[src/rtl/spim_pkg.sv]
package spim_pkg;
    typedef enum logic [1:0] {
        S_IDLE = 2'd0,
        S_RUN  = 2'd1,
        S_TAIL = 2'd2
    } seq_state_t;

    localparam logic [3:0] W_CFG   = 4'd0;
    localparam logic [3:0] W_MSEL  = 4'd1;
    localparam logic [3:0] W_MOSI  = 4'd2;
    localparam logic [3:0] W_TX8   = 4'd3;
    localparam logic [3:0] W_TX16  = 4'd4;
    localparam logic [3:0] W_RX8   = 4'd5;
    localparam logic [3:0] W_RX16  = 4'd6;
    localparam logic [3:0] W_CKWT  = 4'd7;
    localparam logic [3:0] W_DTWT  = 4'd8;
endpackage

[src/rtl/spim_seq.sv]
module spim_seq
    import spim_pkg::*;
#(
    parameter int DIV_W  = 6,
    parameter int WORD_W = 16
) (
    input  logic             clk,
    input  logic             rst_n,
    input  logic             start,
    input  logic             len_full,
    input  logic [DIV_W-1:0] div,
    input  logic             pha,
    output seq_state_t       state,
    output logic             tog,
    output logic             sample_stb,
    output logic             shift_stb,
    output logic             lsb_done
);
    localparam int CNT_W = $clog2(2 * WORD_W + 1);
    localparam logic [CNT_W-1:0] EDGES_FULL = CNT_W'(2 * WORD_W);
    localparam logic [CNT_W-1:0] EDGES_HALF = CNT_W'(WORD_W);

    seq_state_t       state_d;
    logic [DIV_W-1:0] hcnt;
    logic [CNT_W-1:0] ecnt;
    logic [CNT_W-1:0] e_num;
    logic [CNT_W-1:0] total;
    logic             len_q;
    logic             edge_stb;
    logic             last_edge;

    assign total     = len_q ? EDGES_FULL : EDGES_HALF;
    assign e_num     = ecnt + 1'b1;
    assign edge_stb  = (state == S_RUN) && (hcnt == '0);
    assign last_edge = (e_num == total);

    // state register
    always_ff @(posedge clk or negedge rst_n) begin
        if (!rst_n) state <= S_IDLE;
        else        state <= state_d;
    end

    always_comb begin
        state_d = state;
        unique case (state)
            S_IDLE: if (start) state_d = S_RUN;
            S_RUN:  if (edge_stb && last_edge) state_d = pha ? S_TAIL : S_IDLE;
            S_TAIL: if (hcnt == '0) state_d = S_IDLE;
            default: state_d = S_IDLE;
        endcase
    end

    // outputs of the sequencer: edge strobes
    always_comb begin
        sample_stb = edge_stb && (e_num[0] != pha);
        shift_stb  = edge_stb && (e_num[0] == pha) && !last_edge;
    end

    always_ff @(posedge clk or negedge rst_n) begin
        if (!rst_n) begin
            hcnt     <= '0;
            ecnt     <= '0;
            len_q    <= 1'b0;
            tog      <= 1'b0;
            lsb_done <= 1'b0;
        end else begin
            if (state == S_IDLE && start) begin
                hcnt     <= div;
                ecnt     <= '0;
                len_q    <= len_full;
                tog      <= 1'b0;
                lsb_done <= 1'b0;
            end else if (state != S_IDLE) begin
                if (hcnt == '0) hcnt <= div;
                else            hcnt <= hcnt - 1'b1;
                if (edge_stb) begin
                    ecnt <= e_num;
                    tog  <= ~tog;
                end
                if (sample_stb && (e_num >= total - 1'b1)) lsb_done <= 1'b1;
            end
        end
    end
endmodule

[src/rtl/spim_shift.sv]
module spim_shift #(
    parameter int WORD_W = 16
) (
    input  logic              clk,
    input  logic              rst_n,
    input  logic              start,
    input  logic              len_full,
    input  logic [WORD_W-1:0] tx_data,
    input  logic              pha,
    input  logic              shift_stb,
    input  logic              sample_stb,
    input  logic              miso,
    input  logic              force_we,
    input  logic              force_val,
    output logic              mosi,
    output logic [WORD_W-1:0] rx_data
);
    localparam int HALF = WORD_W / 2;

    logic [WORD_W-1:0] tx_sr;
    logic [WORD_W-1:0] aligned;

    assign aligned = len_full ? tx_data : {tx_data[HALF-1:0], {HALF{1'b0}}};

    always_ff @(posedge clk or negedge rst_n) begin
        if (!rst_n) begin
            tx_sr   <= '0;
            rx_data <= '0;
            mosi    <= 1'b0;
        end else begin
            if (start) begin
                if (!pha) begin
                    mosi  <= aligned[WORD_W-1];
                    tx_sr <= aligned << 1;
                end else begin
                    tx_sr <= aligned;
                end
            end else if (force_we) begin
                mosi <= force_val;
            end else if (shift_stb) begin
                mosi  <= tx_sr[WORD_W-1];
                tx_sr <= tx_sr << 1;
            end
            if (sample_stb) rx_data <= {rx_data[WORD_W-2:0], miso};
        end
    end
endmodule

[src/rtl/spim_regs.sv]
module spim_regs
    import spim_pkg::*;
#(
    parameter int ADDR_W = 6,
    parameter int DATA_W = 32,
    parameter int DIV_W  = 6,
    parameter int SEL_W  = 5,
    parameter int WORD_W = 16
) (
    input  logic              clk,
    input  logic              rst_n,
    input  logic              bus_req,
    input  logic              bus_we,
    input  logic [ADDR_W-1:0] bus_addr,
    input  logic [DATA_W-1:0] bus_wdata,
    output logic [DATA_W-1:0] bus_rdata,
    output logic              bus_ready,
    input  seq_state_t        state,
    input  logic              lsb_done,
    input  logic [WORD_W-1:0] rx_data,
    output logic [DIV_W-1:0]  cfg_div,
    output logic              cfg_pha,
    output logic              cfg_pol,
    output logic              cfg_we,
    output logic [SEL_W-1:0]  miso_sel,
    output logic              start,
    output logic              len_full,
    output logic [WORD_W-1:0] tx_data,
    output logic              force_we,
    output logic              force_val
);
    localparam int HALF = WORD_W / 2;

    logic [3:0] word;
    logic       busy;
    logic       stall;
    logic       wr;

    assign word = bus_addr[5:2];
    assign busy = (state != S_IDLE);

    always_comb begin
        stall = 1'b0;
        if (bus_req) begin
            if (bus_we) stall = busy;
            else begin
                case (word)
                    W_RX8, W_RX16: stall = busy && !lsb_done;
                    W_CKWT:        stall = (state == S_RUN);
                    W_DTWT:        stall = busy;
                    default:       stall = 1'b0;
                endcase
            end
        end
    end

    assign bus_ready = !stall;
    assign wr        = bus_req && bus_we && !stall;
    assign cfg_we    = wr && (word == W_CFG);
    assign start     = wr && ((word == W_TX8) || (word == W_TX16));
    assign len_full  = (word == W_TX16);
    assign tx_data   = bus_wdata[WORD_W-1:0];
    assign force_we  = wr && (word == W_MOSI);
    assign force_val = bus_wdata[0];

    always_ff @(posedge clk or negedge rst_n) begin
        if (!rst_n) begin
            cfg_div  <= '0;
            cfg_pha  <= 1'b0;
            cfg_pol  <= 1'b0;
            miso_sel <= '0;
        end else if (wr) begin
            if (word == W_CFG) begin
                cfg_div <= bus_wdata[DIV_W+1:2];
                cfg_pha <= bus_wdata[1];
                cfg_pol <= bus_wdata[0];
            end
            if (word == W_MSEL) miso_sel <= bus_wdata[SEL_W-1:0];
        end
    end

    always_comb begin
        bus_rdata = '0;
        case (word)
            W_CFG:  bus_rdata[DIV_W+1:0] = {cfg_div, cfg_pha, cfg_pol};
            W_MSEL: bus_rdata[SEL_W-1:0] = miso_sel;
            W_RX8:  bus_rdata[HALF-1:0]  = rx_data[HALF-1:0];
            W_RX16: bus_rdata[WORD_W-1:0] = rx_data;
            W_CKWT, W_DTWT: bus_rdata[0] = 1'b1;
            default: bus_rdata = '0;
        endcase
    end
endmodule

[src/rtl/spim_stall_ctrl.sv]
module spim_stall_ctrl
    import spim_pkg::*;
#(
    parameter int ADDR_W = 6,
    parameter int DATA_W = 32,
    parameter int DIV_W  = 6,
    parameter int N_IN   = 32,
    parameter int WORD_W = 16
) (
    input  logic              clk,
    input  logic              rst_n,
    input  logic              bus_req,
    input  logic              bus_we,
    input  logic [ADDR_W-1:0] bus_addr,
    input  logic [DATA_W-1:0] bus_wdata,
    output logic [DATA_W-1:0] bus_rdata,
    output logic              bus_ready,
    output logic              sclk,
    output logic              mosi,
    input  logic [N_IN-1:0]   miso_in
);
    localparam int SEL_W = $clog2(N_IN);

    seq_state_t        state;
    logic [DIV_W-1:0]  cfg_div;
    logic              cfg_pha;
    logic              cfg_pol;
    logic              cfg_we;
    logic [SEL_W-1:0]  miso_sel;
    logic              start;
    logic              len_full;
    logic [WORD_W-1:0] tx_data;
    logic              force_we;
    logic              force_val;
    logic              tog;
    logic              sample_stb;
    logic              shift_stb;
    logic              lsb_done;
    logic [WORD_W-1:0] rx_data;
    logic              miso;

    assign miso = miso_in[miso_sel];
    assign sclk = cfg_pol ^ tog;

    spim_regs #(
        .ADDR_W(ADDR_W), .DATA_W(DATA_W), .DIV_W(DIV_W),
        .SEL_W(SEL_W), .WORD_W(WORD_W)
    ) u_regs (
        .clk(clk), .rst_n(rst_n),
        .bus_req(bus_req), .bus_we(bus_we), .bus_addr(bus_addr),
        .bus_wdata(bus_wdata), .bus_rdata(bus_rdata), .bus_ready(bus_ready),
        .state(state), .lsb_done(lsb_done), .rx_data(rx_data),
        .cfg_div(cfg_div), .cfg_pha(cfg_pha), .cfg_pol(cfg_pol), .cfg_we(cfg_we),
        .miso_sel(miso_sel), .start(start), .len_full(len_full), .tx_data(tx_data),
        .force_we(force_we), .force_val(force_val)
    );

    spim_seq #(.DIV_W(DIV_W), .WORD_W(WORD_W)) u_seq (
        .clk(clk), .rst_n(rst_n), .start(start), .len_full(len_full),
        .div(cfg_div), .pha(cfg_pha), .state(state), .tog(tog),
        .sample_stb(sample_stb), .shift_stb(shift_stb), .lsb_done(lsb_done)
    );

    spim_shift #(.WORD_W(WORD_W)) u_shift (
        .clk(clk), .rst_n(rst_n), .start(start), .len_full(len_full),
        .tx_data(tx_data), .pha(cfg_pha), .shift_stb(shift_stb),
        .sample_stb(sample_stb), .miso(miso), .force_we(force_we),
        .force_val(force_val), .mosi(mosi), .rx_data(rx_data)
    );
endmodule

[config.mk]
export PLATFORM = sky130hd
export DESIGN_NAME = spim_stall_ctrl
export DESIGN_NICKNAME = d
export VERILOG_FILES = /design/src/rtl/spim_pkg.sv /design/src/rtl/spim_seq.sv /design/src/rtl/spim_shift.sv /design/src/rtl/spim_regs.sv /design/src/rtl/spim_stall_ctrl.sv
export SDC_FILE = /design/constraint.sdc
export NUM_CORES = 1
export LEC_CHECK = 0
export ABC_AREA = 1
export ABC_CLOCK_PERIOD_IN_PS = 2800
export BUFFER_PORTS_ARGS = -buffer_cell sky130_fd_sc_hd__buf_2
export CAP_MARGIN = 20
export CORE_UTILIZATION = 55
export CTS_BUF_LIST = sky130_fd_sc_hd__clkbuf_4 sky130_fd_sc_hd__clkbuf_8
export CTS_CLUSTER_SIZE = 25
export DETAILED_ROUTE_END_ITERATION = 7
export PLACE_DENSITY = 0.83
export SLEW_MARGIN = 20
export SYNTH_ARGS = -nofsm -noshare
export SYNTH_HDL_FRONTEND = slang
export SYNTH_SLANG_ARGS = --single-unit
[constraint.sdc]
create_clock -name clk -period 2.8 [get_ports clk]
set_clock_uncertainty 0.1 [all_clocks]
set_input_delay 0.84 -clock clk [delete_from_list [all_inputs] [get_ports clk]]
set_output_delay 0.84 -clock clk [all_outputs]
set_load 0.005 [all_outputs]
After elaboration in Yosys (flattened, before gate mapping)
Index checks and enable logic that the tools add are counted.
{"block": "word_totals", "out_inout_bits": 35, "regBits": 63, "input_bits": 74, "word_cells": 108}
{"block": "op_classes", "n_addsub": 3, "muxes": 36, "n_reduce_logical": 34, "eq_ne": 18, "magnitude_cmp": 2, "n_bitwise": 2}
{"operator": "two-way mux 16 bit", "n": 5}
{"operator": "two-way mux 6 bit", "n": 7}
{"operator": "== test 4 x 3 -> 1 bit, second input constant", "n": 4}
{"operator": "two-way mux 1 bit", "n": 13}
{"operator": "logical AND 1 bit", "n": 12}
{"operator": "one-hot mux 4 bit (3 select lines)", "n": 1}
{"operator": "AND reduction 2 bit", "n": 6}
{"operator": "subtractor 6 x 1 -> 6 bit, second input constant", "n": 2}
{"operator": "nonzero test 2 bit", "n": 5}
{"operator": "== test 4 x 2 -> 1 bit, second input constant", "n": 2}
{"operator": "two-way mux 2 bit", "n": 4}
{"operator": "two-way mux 8 bit", "n": 1}
{"operator": "!= test 2 x 1 -> 1 bit, second input constant", "n": 4}
{"operator": "adder 6 x 1 -> 6 bit, second input constant", "n": 1}
{"operator": "== test 6 bit", "n": 1}
{"operator": "greater-or-equal comparator 6 bit", "n": 1}
{"operator": "zero test 6 bit", "n": 1}
{"operator": "< comparator 5 x 6 -> 1 bit, second input constant", "n": 1}
{"operator": "one-hot mux 2 bit (3 select lines)", "n": 1}
{"operator": "one-hot mux 3 bit (2 select lines)", "n": 1}
{"operator": "binary-select mux 1 bit (select 5 bit)", "n": 1}
{"operator": "== test 4 x 1 -> 1 bit, second input constant", "n": 1}
{"operator": "== test 4 bit, second input constant", "n": 1}
{"operator": "zero test 4 bit", "n": 1}
{"operator": "15 further kinds", "n": 18}

Depth between registers and ports, before layout
Gate-level depths: netlist of the first run.
{"block": "logic_depth", "word_depth": 11, "depth_mapped": 15, "depth_no_buf": 15}

Hierarchy
Synthesis of the first run repeated with hierarchy kept, for this count alone.
{"block": "unflattened", "cells_unflattened": 630, "area_unflattened_um2": 4428.0}
{"module": "spim_shift", "n_inst": 1, "cells_each": 245, "area_per_inst_um2": 1776.7, "seq_area_each_um2": 825.8}
{"module": "spim_regs", "n_inst": 1, "cells_each": 170, "area_per_inst_um2": 1194.9, "seq_area_each_um2": 325.3}
{"module": "spim_seq", "n_inst": 1, "cells_each": 136, "area_per_inst_um2": 1074.8, "seq_area_each_um2": 425.4}
{"module": "spim_stall_ctrl", "n_inst": 1, "cells_each": 79, "area_per_inst_um2": 381.6, "seq_area_each_um2": 0.0}

Least setup slack after synthesis of the first run
No wires, ideal clock.
{"block": "synth_timing", "kind": "in2out", "start": "input port bus_addr[5]", "end": "output port bus_ready", "setup_slack_ns": 0.133, "n_path_buf": 0, "arrival_ns": 1.727, "path_stages": 6, "required_time_ns": 1.860, "path_cell_list": "inv_1 nand2_1 nor3_1 inv_1 o211ai_1 nand3_1"}
{"block": "synth_between", "elab_chain_len": 6, "elab_cells_between_ends": 9, "cone_classes": "4 x eq/ne; 3 x mux; 2 x reduce/logical"}
{"item": "start, declared", "line": "spim_stall_ctrl.sv:14", "rtl": "input logic [ADDR_W-1:0] bus_addr,"}
{"item": "== test 4 x 3 -> 1 bit", "line": "spim_regs.sv:47", "rtl": "case (word)"}
{"item": "OR reduction 2 bit (no source line)"}
{"item": "one-hot mux 1 bit (3 select lines) *", "line": "spim_regs.sv:47"}
{"item": "two-way mux 1 bit *", "line": "spim_regs.sv:45", "rtl": "if (bus_we) stall = busy;"}
{"item": "two-way mux 1 bit *", "line": "spim_regs.sv:44", "rtl": "if (bus_req) begin"}
{"item": "zero test 1 bit *", "line": "spim_regs.sv:57", "rtl": "assign bus_ready = !stall;"}
{"item": "end, declared", "line": "spim_stall_ctrl.sv:17", "rtl": "output logic bus_ready,"}
Mark *: on every way between the ends. The rest lies on a longest branch, timed or not.

Worst setup path in the final report of the first run
{"block": "layout_timing", "start": "input port bus_addr[3]", "end": "output port bus_ready"}
The elaborated chain is that of the path after synthesis.

==> results.txt, run 1 <==
- Setup violations remaining at the end of the flow were counted as 0.
- The tree is rooted in a sky130_fd_sc_hd__clkbuf_8.
* Average detailed-routed wire length per instance: between 10 and 15 µm
* Count of endpoints failing hold in the final timing report: 0
- Die Wd: approximately 90 µm
- After layout, the worst setup slack is 0.04733 ns.
* Relative contribution of sequential cells to total power: 0.381
* Number of I/O pins: 109
* Top delay family on crit path: buffers and inverters
* DRC errors left: 0
- Timing analysis after detailed placement gives a worst setup slack of -0.06014 ns.
* Placed standard-cell area: about 0.0045 mm²
* Status: completed
* Portion of the post-synthesis area used by sequential elements: 0.3923
- In the routed layout, each cell is associated on average with a via count of between 5 and 6.
* Placeable core area: about 0.007 mm²
- The completed layout was analyzed and its total power is between 3 and 4 mW.
* Sw power: around 1.4 mW
* Critical Path Sink Type: output port
- Worst path slowest cell: sky130_fd_sc_hd__nor3_4
* Fraction of power consumed by the clock network: 0.249
* Number of global-route vias before repair: between 3000 and 4000
* Required time at the worst-slack endpoint: between 1.5 and 2 ns
- Detailed routing inserted a total of just under 4000 vias.
* Crit path largest cell delay: roughly 0.21 ns
- The H-tree was split into 3 levels.
- Total global routing track utilization: 0.2728
- Setup repair bufs after CTS: 0
- Gpl congestion: 0.8549
- The critical path contains buffers and inverters numbering 4 combined.
- Nets: between 700 and 800
- Number of DRC markers in iteration 0: 270
- The most used flip-flop cell after synthesis is sky130_fd_sc_hd__dfrtp_1.
* Fraction of power consumed by combinational cells: 0.370
* Unique masters post-synth: 33
* Die Footprint: 0.007653 mm²
* Total negative setup slack: 0 ns
- Area of all placed cells without fillers: ~0.0048 mm²
- Summed over all cells, the static leakage comes to approximately 2.4 nW.
- Worst hold slack after final layout: about 0.32 ns
- Fraction of the cycle the final worst path needs: 0.9831
* Clock tree from TritonCTS: done
- Timing would allow up to between 300 and 400 MHz.
- Class of the most critical hold timing path: input port to asynchronous set/reset pin
* Height of the die: roughly 90 µm
- The count of nets left with antenna violations once routing finished came out at 0.
* Layout Utilization: 0.6856
- Minimum period implied by the final worst setup slack: 2.753 ns
* Routed Wire Length: 9774 µm
* Peak supply drop: between 0.3 and 0.4 mV
- In this run, post-CTS hold repair placed 0 buffers.
* Inserted Diodes: 0
* Post-synthesis cell count: 560
- CP cell instances: buf_2, nand2_1, inv_1, nor3_4, inv_2, o211ai_1, nand3_1, buf_2
- Largest net degree at the start of global routing: 34
* Global-route wire length before repair: 16060 µm
- Largest driver fanout on the critical path: 5
- The wire-length estimate of the detail-placed layout is about 7000 µm.
- Synth Register Bits: 63
* Cell area after synthesis: about 0.004 mm²
* Count of clock tree sinks: 63
- The count of cells in the finished layout, fillers not included, comes to about 740.
- For the worst setup path, the data arrival time is between 1.5 and 2 ns.
- After clock tree synthesis, the clock-pin slew on the worst setup and hold paths is about 0.070 ns.
- Clk_lat worst skew: approximately 0.34 ns
- After synthesis, the share of flip-flops with an asynchronous set or reset is 1.000.
* Number of buffers created by CTS: 9
- Starting Density: 0.5787
* Clk buf depth: 2
* Yosys warnings: 0
- The initialized floorplan defines 30 standard-cell rows.
- The initial antenna violation count is 0.
- The internal portion of the total power is around 2.3 mW.
- The cell that appears most often on the critical path is sky130_fd_sc_hd__buf_2.
* Share of post-route cells with drive strength above 1: 0.2167
- Total gr overflow: 0
* Final-report max-slew violation count: 0
- Of the total power, the share spent switching nets is 0.3818.
* Number of maximum-capacitance violations: 0
- Power density normalized to cell area: between 700 and 800 mW/mm²
- The area growth from synthesis to layout is 18.46%.
- Initial DRT Pass Iterations: 5
- Synthesized area per cell: 7.177 µm²
* Port bufs: 74
* Launching element type of the critical path: input port
- Setup repair after global routing could not meet its margin everywhere.
- EDFF count, synth: 0
- Setup CP Type: input port to output port
- After detailed placement, the design holds a cell count of approximately 730.
[cells in the final DEF, fill, tap and decap left out, types with 3 or more instances in the layout]
master / count
sky130_fd_sc_hd__o211ai_1: 22
sky130_fd_sc_hd__ha_1: 5
sky130_fd_sc_hd__nor2_2: 6
sky130_fd_sc_hd__inv_2: 4
sky130_fd_sc_hd__nand2_2: 5
sky130_fd_sc_hd__o21ai_2: 8
sky130_fd_sc_hd__nand3_1: 37
sky130_fd_sc_hd__conb_1: 16
sky130_fd_sc_hd__a21oi_1: 10
sky130_fd_sc_hd__nand2_1: 137
sky130_fd_sc_hd__buf_4: 17
sky130_fd_sc_hd__buf_2: 74
sky130_fd_sc_hd__nor2_1: 32
sky130_fd_sc_hd__xor2_1: 6
sky130_fd_sc_hd__o221ai_1: 3
sky130_fd_sc_hd__nand4_1: 7
sky130_fd_sc_hd__inv_1: 78
sky130_fd_sc_hd__dfrtp_1: 63
sky130_fd_sc_hd__o22ai_1: 6
sky130_fd_sc_hd__o21ai_0: 75
sky130_fd_sc_hd__clkbuf_8: 11
[final timing paths]
check | start | end | slack [ns] | depth (start not counted)
max | bus_addr[3] | bus_ready | 0.05 | 8
min | rst_n | u_shift.tx_sr[14] | 0.32 | 1
max reg2reg | u_seq.ecnt[1] | u_shift.tx_sr[3] | 0.24 | 14
min reg2reg | u_shift.mosi | u_shift.mosi | 0.38 | 2
max in group asynchronous | rst_n | u_regs.cfg_div[2] | 1.69 | 2
min in group clk | u_shift.mosi | u_shift.mosi | 0.38 | 2
[area by class of cell]
cell class,instances,area [µm²]
clock inverters,5,80.08
repair buffers,92,518.0
clock buffers,11,151.4
well taps,96,120.1
inverters,82,307.8
multi-input cells,393,2007
flip-flops and latches,63,1577
fillers,593,2183
[synth_stat cells (2+ instances only)]
cell | number | area (µm²)
sky130_fd_sc_hd__a21oi_1 | 10 | 50.05
sky130_fd_sc_hd__buf_2 | 5 | 25.02
sky130_fd_sc_hd__buf_4 | 19 | 142.6
sky130_fd_sc_hd__buf_6 | 2 | 22.52
sky130_fd_sc_hd__clkbuf_1 | 11 | 41.29
sky130_fd_sc_hd__dfrtp_1 | 63 | 1577
sky130_fd_sc_hd__ha_1 | 5 | 62.56
sky130_fd_sc_hd__inv_1 | 80 | 300.3
sky130_fd_sc_hd__inv_2 | 2 | 7.510
sky130_fd_sc_hd__nand2_1 | 140 | 525.5
sky130_fd_sc_hd__nand2_2 | 3 | 18.77
sky130_fd_sc_hd__nand3_1 | 37 | 185.2
sky130_fd_sc_hd__nand3_2 | 2 | 20.02
sky130_fd_sc_hd__nand3b_1 | 2 | 15.01
sky130_fd_sc_hd__nand4_1 | 7 | 43.79
sky130_fd_sc_hd__nor2_1 | 34 | 127.6
sky130_fd_sc_hd__nor2_2 | 5 | 31.28
sky130_fd_sc_hd__nor3_1 | 4 | 20.02
sky130_fd_sc_hd__o211ai_1 | 22 | 165.2
sky130_fd_sc_hd__o21ai_0 | 75 | 375.4
sky130_fd_sc_hd__o21ai_2 | 8 | 70.07
sky130_fd_sc_hd__o221ai_1 | 3 | 26.28
sky130_fd_sc_hd__o22ai_1 | 6 | 37.54
sky130_fd_sc_hd__xor2_1 | 6 | 52.55
[metal layers]
layer  vias to the layer above  global-route usage  wire length (µm)  share of wire
met5                         -                   0                 0              0
met4                         0              0.1148               250          0.026
met3                        27             0.05024               647          0.066
met2                       171              0.4787              4669           0.48
met1                      1831              0.3278              4205           0.43
li1                       1950                   -                 -              -
[registers in the layout (all words and copies together), names as in the netlist]
register	count
u_shift.rx_data	16
u_shift.tx_sr	16
u_regs.cfg_div	6
u_seq.ecnt	6
u_seq.hcnt	6
u_regs.miso_sel	5
u_seq.state	2
u_regs.cfg_pha	1
u_regs.cfg_pol	1
u_seq.len_q	1
u_seq.lsb_done	1
u_seq.tog	1
u_shift.mosi	1
[kinds of logic (layout without fill, tap and decap cells)]
kind of cell | count (synthesis) | count (layout) | synth area share
flip-flops | 63 | 63 | 0.3923
other | 1 | 16 | 0.0009331
XOR/XNOR | 7 | 7 | 0.01526
AND/OR/NAND/NOR | 238 | 238 | 0.2544
buffers and inverters | 119 | 190 | 0.1342
AO/OA/AOI/OAI | 126 | 126 | 0.1846
multiplexers | 1 | 1 | 0.002802
adder cells (fa/ha/maj) | 5 | 5 | 0.01557
[power by group through the flow]
stage          sequential [mW]  clock [mW]  combinational, mW
2_1_floorplan             1.36           0               1.05
3_3_place_gp              1.40           0               1.28
3_5_place_dp              1.41           0               1.34
4_1_cts                   1.40       0.922               1.35
5_1_grt                   1.44       0.958               1.56
6_report                  1.41       0.917               1.36
[repair_timing]
action / 4_1_cts / 5_1_grt
pin swaps: 0 / 2
endpoints found under the setup margin: 2 / 19
gates cloned: 0 / 0
gates resized for setup: 1 / 12
No activity file was read; power rests on OpenSTA's default activity.
==> inputs of run 2 (changes only) <==
- ABC_AREA: 1 -> default
- CORE_UTILIZATION: 55 -> 45
- PLACE_DENSITY: 0.83 -> 0.7
==> results.txt, run 2 <==
* Status: completed
- Average detailed-routed wire length per instance: 15.99 µm (+21%)
* Slew at the pin with the worst max-slew slack: approximately 0.57 ns
- The path class of the tightest hold or removal check is input port to asynchronous set/reset pin.
- Total negative setup slack: 0 ns (unchanged)
* Yosys warnings: 0 (unchanged)
- The biggest area contributor in the post-synthesis netlist is sky130_fd_sc_hd__dfrtp_1.
* Top delay family on crit path: compound AO/OA/AOI/OAI gates
- Top library cells by usage in the layout, fill and taps aside: sky130_fd_sc_hd__buf_2, sky130_fd_sc_hd__dfrtp_1, sky130_fd_sc_hd__nand2_1
* Fraction of the cycle the final worst path needs: 0.9904 (+0.007293)
- CTS placed an instance of sky130_fd_sc_hd__clkbuf_8 at the clock tree root.
- Initial antenna violation count: 0 (unchanged)
- Count of endpoints failing hold in the final timing report: 0 (unchanged)
- Clock tree from TritonCTS: done
- The peak per-stage delay on the critical path came to 0.35 ns (+0.14 ns).
- Number of cell rows: 33 (+10%)
- By count the netlist is led by sky130_fd_sc_hd__dfrtp_1, sky130_fd_sc_hd__nand2_1, sky130_fd_sc_hd__mux2_2, sky130_fd_sc_hd__nand3_1, sky130_fd_sc_hd__buf_4.
- The worst setup path is captured at an output port.
- Height of the die: 95.71 µm (+9.4%)
- Number of buffer and inverter instances along the worst setup path: 4 (unchanged)
- Setup CP Type: input port to output port
- The final core utilization is 0.5830 (-0.1026).
* Clk_lat worst skew: 0.36 ns (+0.02 ns)
- The per-cell via count in the routed design was 5.666 (+5.7%).
- The starting utilization of the core area came to 0.4737 (-0.1050).
- FMAX: 360.6 MHz (-0.74%)
- Die Wd: 95.71 µm (+9.4%)
* Fraction of synthesis flops using an asynchronous set or reset pin: 1.000 (unchanged)
- Placeable core area: 0.008341 mm² (+20%)
- The standard cell area after detailed placement is 0.004559 mm² (+1.7%).
- The total CTS buffers was 9 (unchanged).
- The total global routing track utilization came to 0.2270 (-0.04572).
- The fraction of synthesized cell area taken by the top area cell type is 0.3990 (+0.006708).
* Die Footprint: 0.009159 mm² (+20%)
- Routed via count: 3388 (-15%)
- Worst path slowest cell: sky130_fd_sc_hd__a222oi_1
* Number of maximum-capacitance violations: 0 (unchanged)
- The residual overflow from global routing was 0 (unchanged).
- Port bufs: 74 (unchanged)
- Inserted Diodes: 0 (unchanged)
- CP cell instances: buf_8, nand2b_4, a21oi_4, buf_6, a222oi_1, inv_1, buf_2
* Minimum period implied by the final worst setup slack: 2.773 ns (+0.02042 ns)
- The share of synthesized area occupied by flip-flops and latches came to 0.3990 (+0.006708).
- Clk buf depth: 2 (unchanged)
* Final-report max-slew violation count: 0 (unchanged)
- Largest regs: u_shift.rx_data x16, u_shift.tx_sr x16
- Largest net degree at the start of global routing: 42 (+24%)
* RSZ-0062 raised after global routing: true
- Worst hold slack after final layout: 0.3783 ns (+0.06095 ns)
- The critical path data required time was 1.86 ns (about the same).
- The ratio of cells with drive above 1 in the final layout was 0.3611 (+0.1443).
* DRT antenna net count: 0 (unchanged)
- Arrival time at the worst endpoint: 1.83 ns (+0.02 ns)
- Largest driver fanout on the critical path: 6 (+1)
* Count of clock tree sinks: 63 (unchanged)
* Initial DRT Pass Iterations: 5 (unchanged)
- The library cell used most frequently in the layout, excluding fill and tap cells, is sky130_fd_sc_hd__buf_2.
- Gpl congestion: 0.8546 (about the same)
* Final setup violation count: 0 (unchanged)
- The final net count came to 567 (-21%).
- Cell area after synthesis: 0.003951 mm² (-1.7%)
- Routed Wire Length: 9562 µm (-2.2%)
- Number of DRC markers in iteration 0: 177 (-34%)
* Peak supply drop: 0.3279 mV (-14%)
- Synth Register Bits: 63 (unchanged)
- Leakage power summed over all cells: 2.274 nW (-5.6%)
- Post-synthesis cell count: 392 (-30%)
- The cell area after layout is 0.004862 mm² (+2.1%).
- Area growth from synthesis to layout: 23.05%
- Synthesized area per cell: 10.08 µm² (+40%)
* DRC errors left: 0 (unchanged)
- In this run the tightest slew margin relative to its limit is 0.6163.
- H-tree depth reported by CTS: 3 (unchanged)
- Among all cell types in the netlist, the one instantiated most often is sky130_fd_sc_hd__dfrtp_1.
* Sum of internal, switching and leakage power: 3.241 mW (-12%)
- The distinct cell type count after synthesis is 55 (+67%).
- EDFF count, synth: 0 (unchanged)
- Cells taking the most area after synthesis: sky130_fd_sc_hd__dfrtp_1, sky130_fd_sc_hd__mux2_2, sky130_fd_sc_hd__mux4_2, sky130_fd_sc_hd__nand2_1, sky130_fd_sc_hd__mux2i_1
* Power density normalized to cell area: 666.6 mW/mm² (-14%)
- The number of I/O pins is 109 (unchanged).
- In the synthesized netlist the dominant register cell turns out to be sky130_fd_sc_hd__dfrtp_1.
- The wire length of the first global-routing pass came to 15680 µm (-2.4%).
* Clock slew at reported path FFs: 0.07 ns (about the same)
* Launching element type of the critical path: input port
- The number of global-route vias before repair came to 3167 (-14%).
- The post-DP HPWL was 7084 µm (-1.1%).
## run 2: cell count changes after synthesis, sizes merged, moves of 10 or more
cell    before  now
o221ai       3   16
inv         82   11
nand3       39   23
nand2      144   50
mux4         0   10
mux2i        0   16
nor2        40   14
mux2         1   29
o21ai       83   20
o211ai      22    1
## run 2: path summary, 6_finish.rpt
check                      slack (ns)          start  cells after the start                  to
max reg2reg                      0.29  u_seq.ecnt[1]                      8   u_shift.tx_sr[12]
min                              0.38          rst_n                      1       u_seq.ecnt[3]
min in group clk                 0.40  u_seq.hcnt[4]                      1       u_seq.hcnt[4]
max in group asynchronous        1.61          rst_n                      2  u_regs.miso_sel[1]
max                              0.03    bus_addr[3]                      7        bus_rdata[2]
min reg2reg                      0.40  u_seq.hcnt[4]                      1       u_seq.hcnt[4]
## run 2: cell type report
type | count | area (µm²)
fillers | 713 | 3478
multi-input cells | 293 | 2183
well taps | 105 | 131.4
flip-flops and latches | 63 | 1577
inverters | 12 | 45.04
clock inverters | 7 | 72.57
repair buffers | 109 | 729.5
clock buffers | 9 | 123.9
## run 2: routing by layer
| layer | vias to the layer above | part of all wire | wire length (µm) | track usage |
|---|---|---|---|---|
| li1 | 1605 | - | - | - |
| met1 | 1637 | 0.45 | 4316 | 0.3078 |
| met2 | 140 | 0.48 | 4583 | 0.3601 |
| met3 | 6 | 0.062 | 591 | 0.05845 |
| met4 | 0 | 0.0073 | 70 | 0.06468 |
| met5 | - | 0 | 0 | 0 |
## run 2: kinds of logic after synthesis
family / share of synthesized area
AOI/OAI and AO/OA: 0.1409
xor gates and xnor gates: 0.01108
adders and majority gates: 0.01837
buffers and inverters: 0.07378
DFF: 0.3990
muxes: 0.1802
other: 0.0009491
and+or+nand+nor: 0.1757
## run 2: where the power goes
part           internal, mW  switching, mW  total [mW]
combinational         0.529          0.520        1.05
clock                 0.412          0.383       0.795
sequential             1.16          0.235        1.40
total                  2.10           1.14        3.24
## run 2: stage by stage
step | cells | setup slack, ns
CTS | 598 | 0.001525
global placement | 581 | -0.07069
floorplan | 407 | 0.09900
finish | 598 | 0.02691
global route | 598 | -0.007271
detailed placement | 581 | -0.09736
## run 2: repair_timing
action / 4_1_cts / 5_1_grt
hold buffers: 0 / 0
hold endpoints to repair: 0 / 0
setup buffers: 1 / 0
pin swaps: 4 / 6
gates resized for setup: 12 / 12
setup endpoints to repair: 9 / 9
==> inputs of run 3 (changes only) <==
- SETUP_SLACK_MARGIN: default -> 0.05
==> results.txt, run 3 (synthesized netlist as in run 2, its figures left out) <==
* Slew at the pin with the worst max-slew slack: 0.5707 ns (-0.0004506 ns)
* Worst reg2reg path startpoint: u_seq.ecnt[1]
- Gpl congestion: 0.8546 (unchanged)
- Via/cell ratio: 5.668 (about the same)
* Worst R2R End: u_shift.tx_sr[12]
* Final-report max-slew violation count: 0 (unchanged)
- The final setup TNS was 0 ns (unchanged).
- The H-tree depth is 3 (unchanged).
- The number of placed cells counting well taps is 581 (unchanged).
- The post-DP HPWL is 7084 µm (unchanged).
* Final setup violation count: 0 (unchanged)
- Worst hold slack after final layout: 0.3784 ns (+0.0001030 ns)
- The maximum fanout encountered on the critical timing path was 6 (unchanged).
- Slew HR: 0.6196 (+0.003230)
- Placed standard-cell area: 0.004559 mm² (unchanged)
- Area growth from synthesis to layout: 23.81%
- Area of all placed cells without fillers: 0.004892 mm² (+0.62%)
- Status: completed
- The tightest min-delay check is of the input port to asynchronous set/reset pin type.
* Average detailed-routed wire length per instance: 15.90 µm (-0.58%)
- The post-route minimum period is 2.773 ns (-0.0003866 ns).
- Leaving out fill and tap cells, the most frequent cell in the layout is sky130_fd_sc_hd__buf_2.
- Total gr overflow: 0 (unchanged)
* Power density normalized to cell area: 663.7 mW/mm² (-0.43%)
* Leakage power summed over all cells: 2.284 nW (+0.42%)
- The number of routed nets with antenna violations came to 0 (unchanged).
- The final net count was 568 (+0.18%).
- The top cell types in the final layout, fill and taps aside, are sky130_fd_sc_hd__buf_2, sky130_fd_sc_hd__dfrtp_1, sky130_fd_sc_hd__nand2_1.
- The critical path in this run is classified as input port to output port.
* Total global routing track utilization: 0.2270 (unchanged)
* Number of maximum-capacitance violations: 0 (unchanged)
- The non-filler instance count after layout is 599 (+0.17%).
- Peak supply drop: 0.3313 mV (+1.0%)
- Setup repair after global routing could not meet its margin everywhere.
- STA classifies the critical path startpoint as an input port.
- The achievable clock frequency was 360.7 MHz (about the same).
- The insertion delay of the later-clocked pin in the worst-skew pair is 0.36 ns (about the same).
- Required time at the worst-slack endpoint: 1.86 ns (about the same)
- The cell row count was 33 (unchanged).
* Global-route wire length before repair: 15680 µm (about the same)
- The period utilization came to 0.9903 (about the same).
* Inserted Diodes: 0 (unchanged)
- The post-place setup slack was -0.09736 ns (unchanged).
* Number of DRC markers in iteration 0: 177 (unchanged)
* Die Footprint: 0.009159 mm² (unchanged)
* Number of global-route vias before repair: 3173 (+0.19%)
- Port bufs: 74 (unchanged)
* DRC errors left: 0 (unchanged)
- Height of the die: 95.71 µm (unchanged)
- The starting utilization of the core area is 0.4737 (unchanged).
* Largest net degree at the start of global routing: 42 (unchanged)
* Largest regs: u_shift.rx_data x16, u_shift.tx_sr x16
- The number of I/O pins is 109 (unchanged).
* Number of buffers created by CTS: 9 (unchanged)
* Worst Reg2Reg Path Length in Cells: 8 (unchanged)
* Routed Wire Length: 9522 µm (-0.42%)
- The count of clock tree sinks came to 63 (unchanged).
- The worst setup path is captured at an output port.
* Arrival time at the worst endpoint: 1.83 ns (about the same)
- The count of vias placed by the detailed router is 3395 (+0.21%).
- The width of the chip is 95.71 µm (unchanged).
- Clock slew at reported path FFs: 0.07 ns (about the same)
* Share of post-route cells with drive strength above 1: 0.3725 (+0.01141)
- TritonCTS built the clock tree.
* Worst reg2reg setup slack: 0.35 ns (+0.06 ns)
- The initial antenna violation count came to 0 (unchanged).
- The detailed-router iteration count before antenna repair is 5 (unchanged).
- The core area was 0.008341 mm² (unchanged).
* Master cell of the clock root buffer: sky130_fd_sc_hd__clkbuf_8
- The number of buffers between clock root and the deepest sink is 2 (unchanged).
* Count of endpoints failing hold in the final timing report: 0 (unchanged)
- The setup slack after layout is 0.02730 ns (+0.0003866 ns).
[run 3: cell count changes in the layout (fill, tap and decap cells not counted), sizes merged]
cell  delta
buf      +1
[run 3: power by group]
group	total [mW]	switching (mW)	internal [mW]
clock network	0.792	0.380	0.411
logic	1.06	0.523	0.533
registers	1.40	0.238	1.16
total	3.25	1.14	2.11
[run 3: timing repair]
| item | CTS | global route |
|---|---|---|
| hold endpoints to repair | 0 | 0 |
| hold buffers | 0 | 0 |
| resized for setup | 16 | 13 |
| buffers inserted | 1 | 1 |
| setup endpoints to repair | 9 | 19 |
| pin swaps | 7 | 6 |
[run 3: worst max-delay path by stage]
stage | from | endpoint | slack (ns) | depth (start not counted)
final | bus_addr[3] | bus_rdata[2] | 0.03 | 7
after global routing | bus_addr[5] | bus_rdata[1] | -0.008 | 7
after CTS | bus_addr[3] | bus_rdata[1] | 0.04 | 7
after detailed placement | bus_addr[2] | bus_rdata[2] | -0.1 | 7
after global placement | bus_addr[5] | bus_rdata[2] | -0.07 | 7
after floorplan | bus_addr[3] | bus_ready | 0.1 | 6
[run 3: stage by stage]
| step | power (mW) | utilization |
|---|---|---|
| 2_1_floorplan | 2.140 | - |
| 3_3_place_gp | 2.388 | 0.5467 |
| 3_5_place_dp | 2.441 | 0.5467 |
| 4_1_cts | 3.255 | 0.5798 |
| 5_1_grt | 3.478 | 0.5866 |
| 6_report | 3.247 | 0.5866 |
[run 3: layer usage]
layer	wire length, µm	global-route usage	vias to the layer above
met2	4546	0.3589	155
li1	-	-	1610
met1	4220	0.3084	1622
met5	0	0	-
met4	75	0.06592	0
met3	680	0.05845	8
[run 3: critical path: stages]
cell and delay (ns):
sky130_fd_sc_hd__buf_8 0.09, sky130_fd_sc_hd__nand2b_4 0.15, sky130_fd_sc_hd__a21oi_4 0.08, sky130_fd_sc_hd__buf_6 0.13
sky130_fd_sc_hd__a222oi_1 0.35, sky130_fd_sc_hd__inv_1 0.07, sky130_fd_sc_hd__buf_2 0.13
[run 3: area by class of cell]
class                   instances  area [µm²]
multi-input cells             293        2206
inverters                      12       45.04
clock buffers                   9       123.9
fillers                       708        3448
flip-flops and latches         63        1577
clock inverters                 7       72.57
well taps                     105       131.4
repair buffers                110       737.0
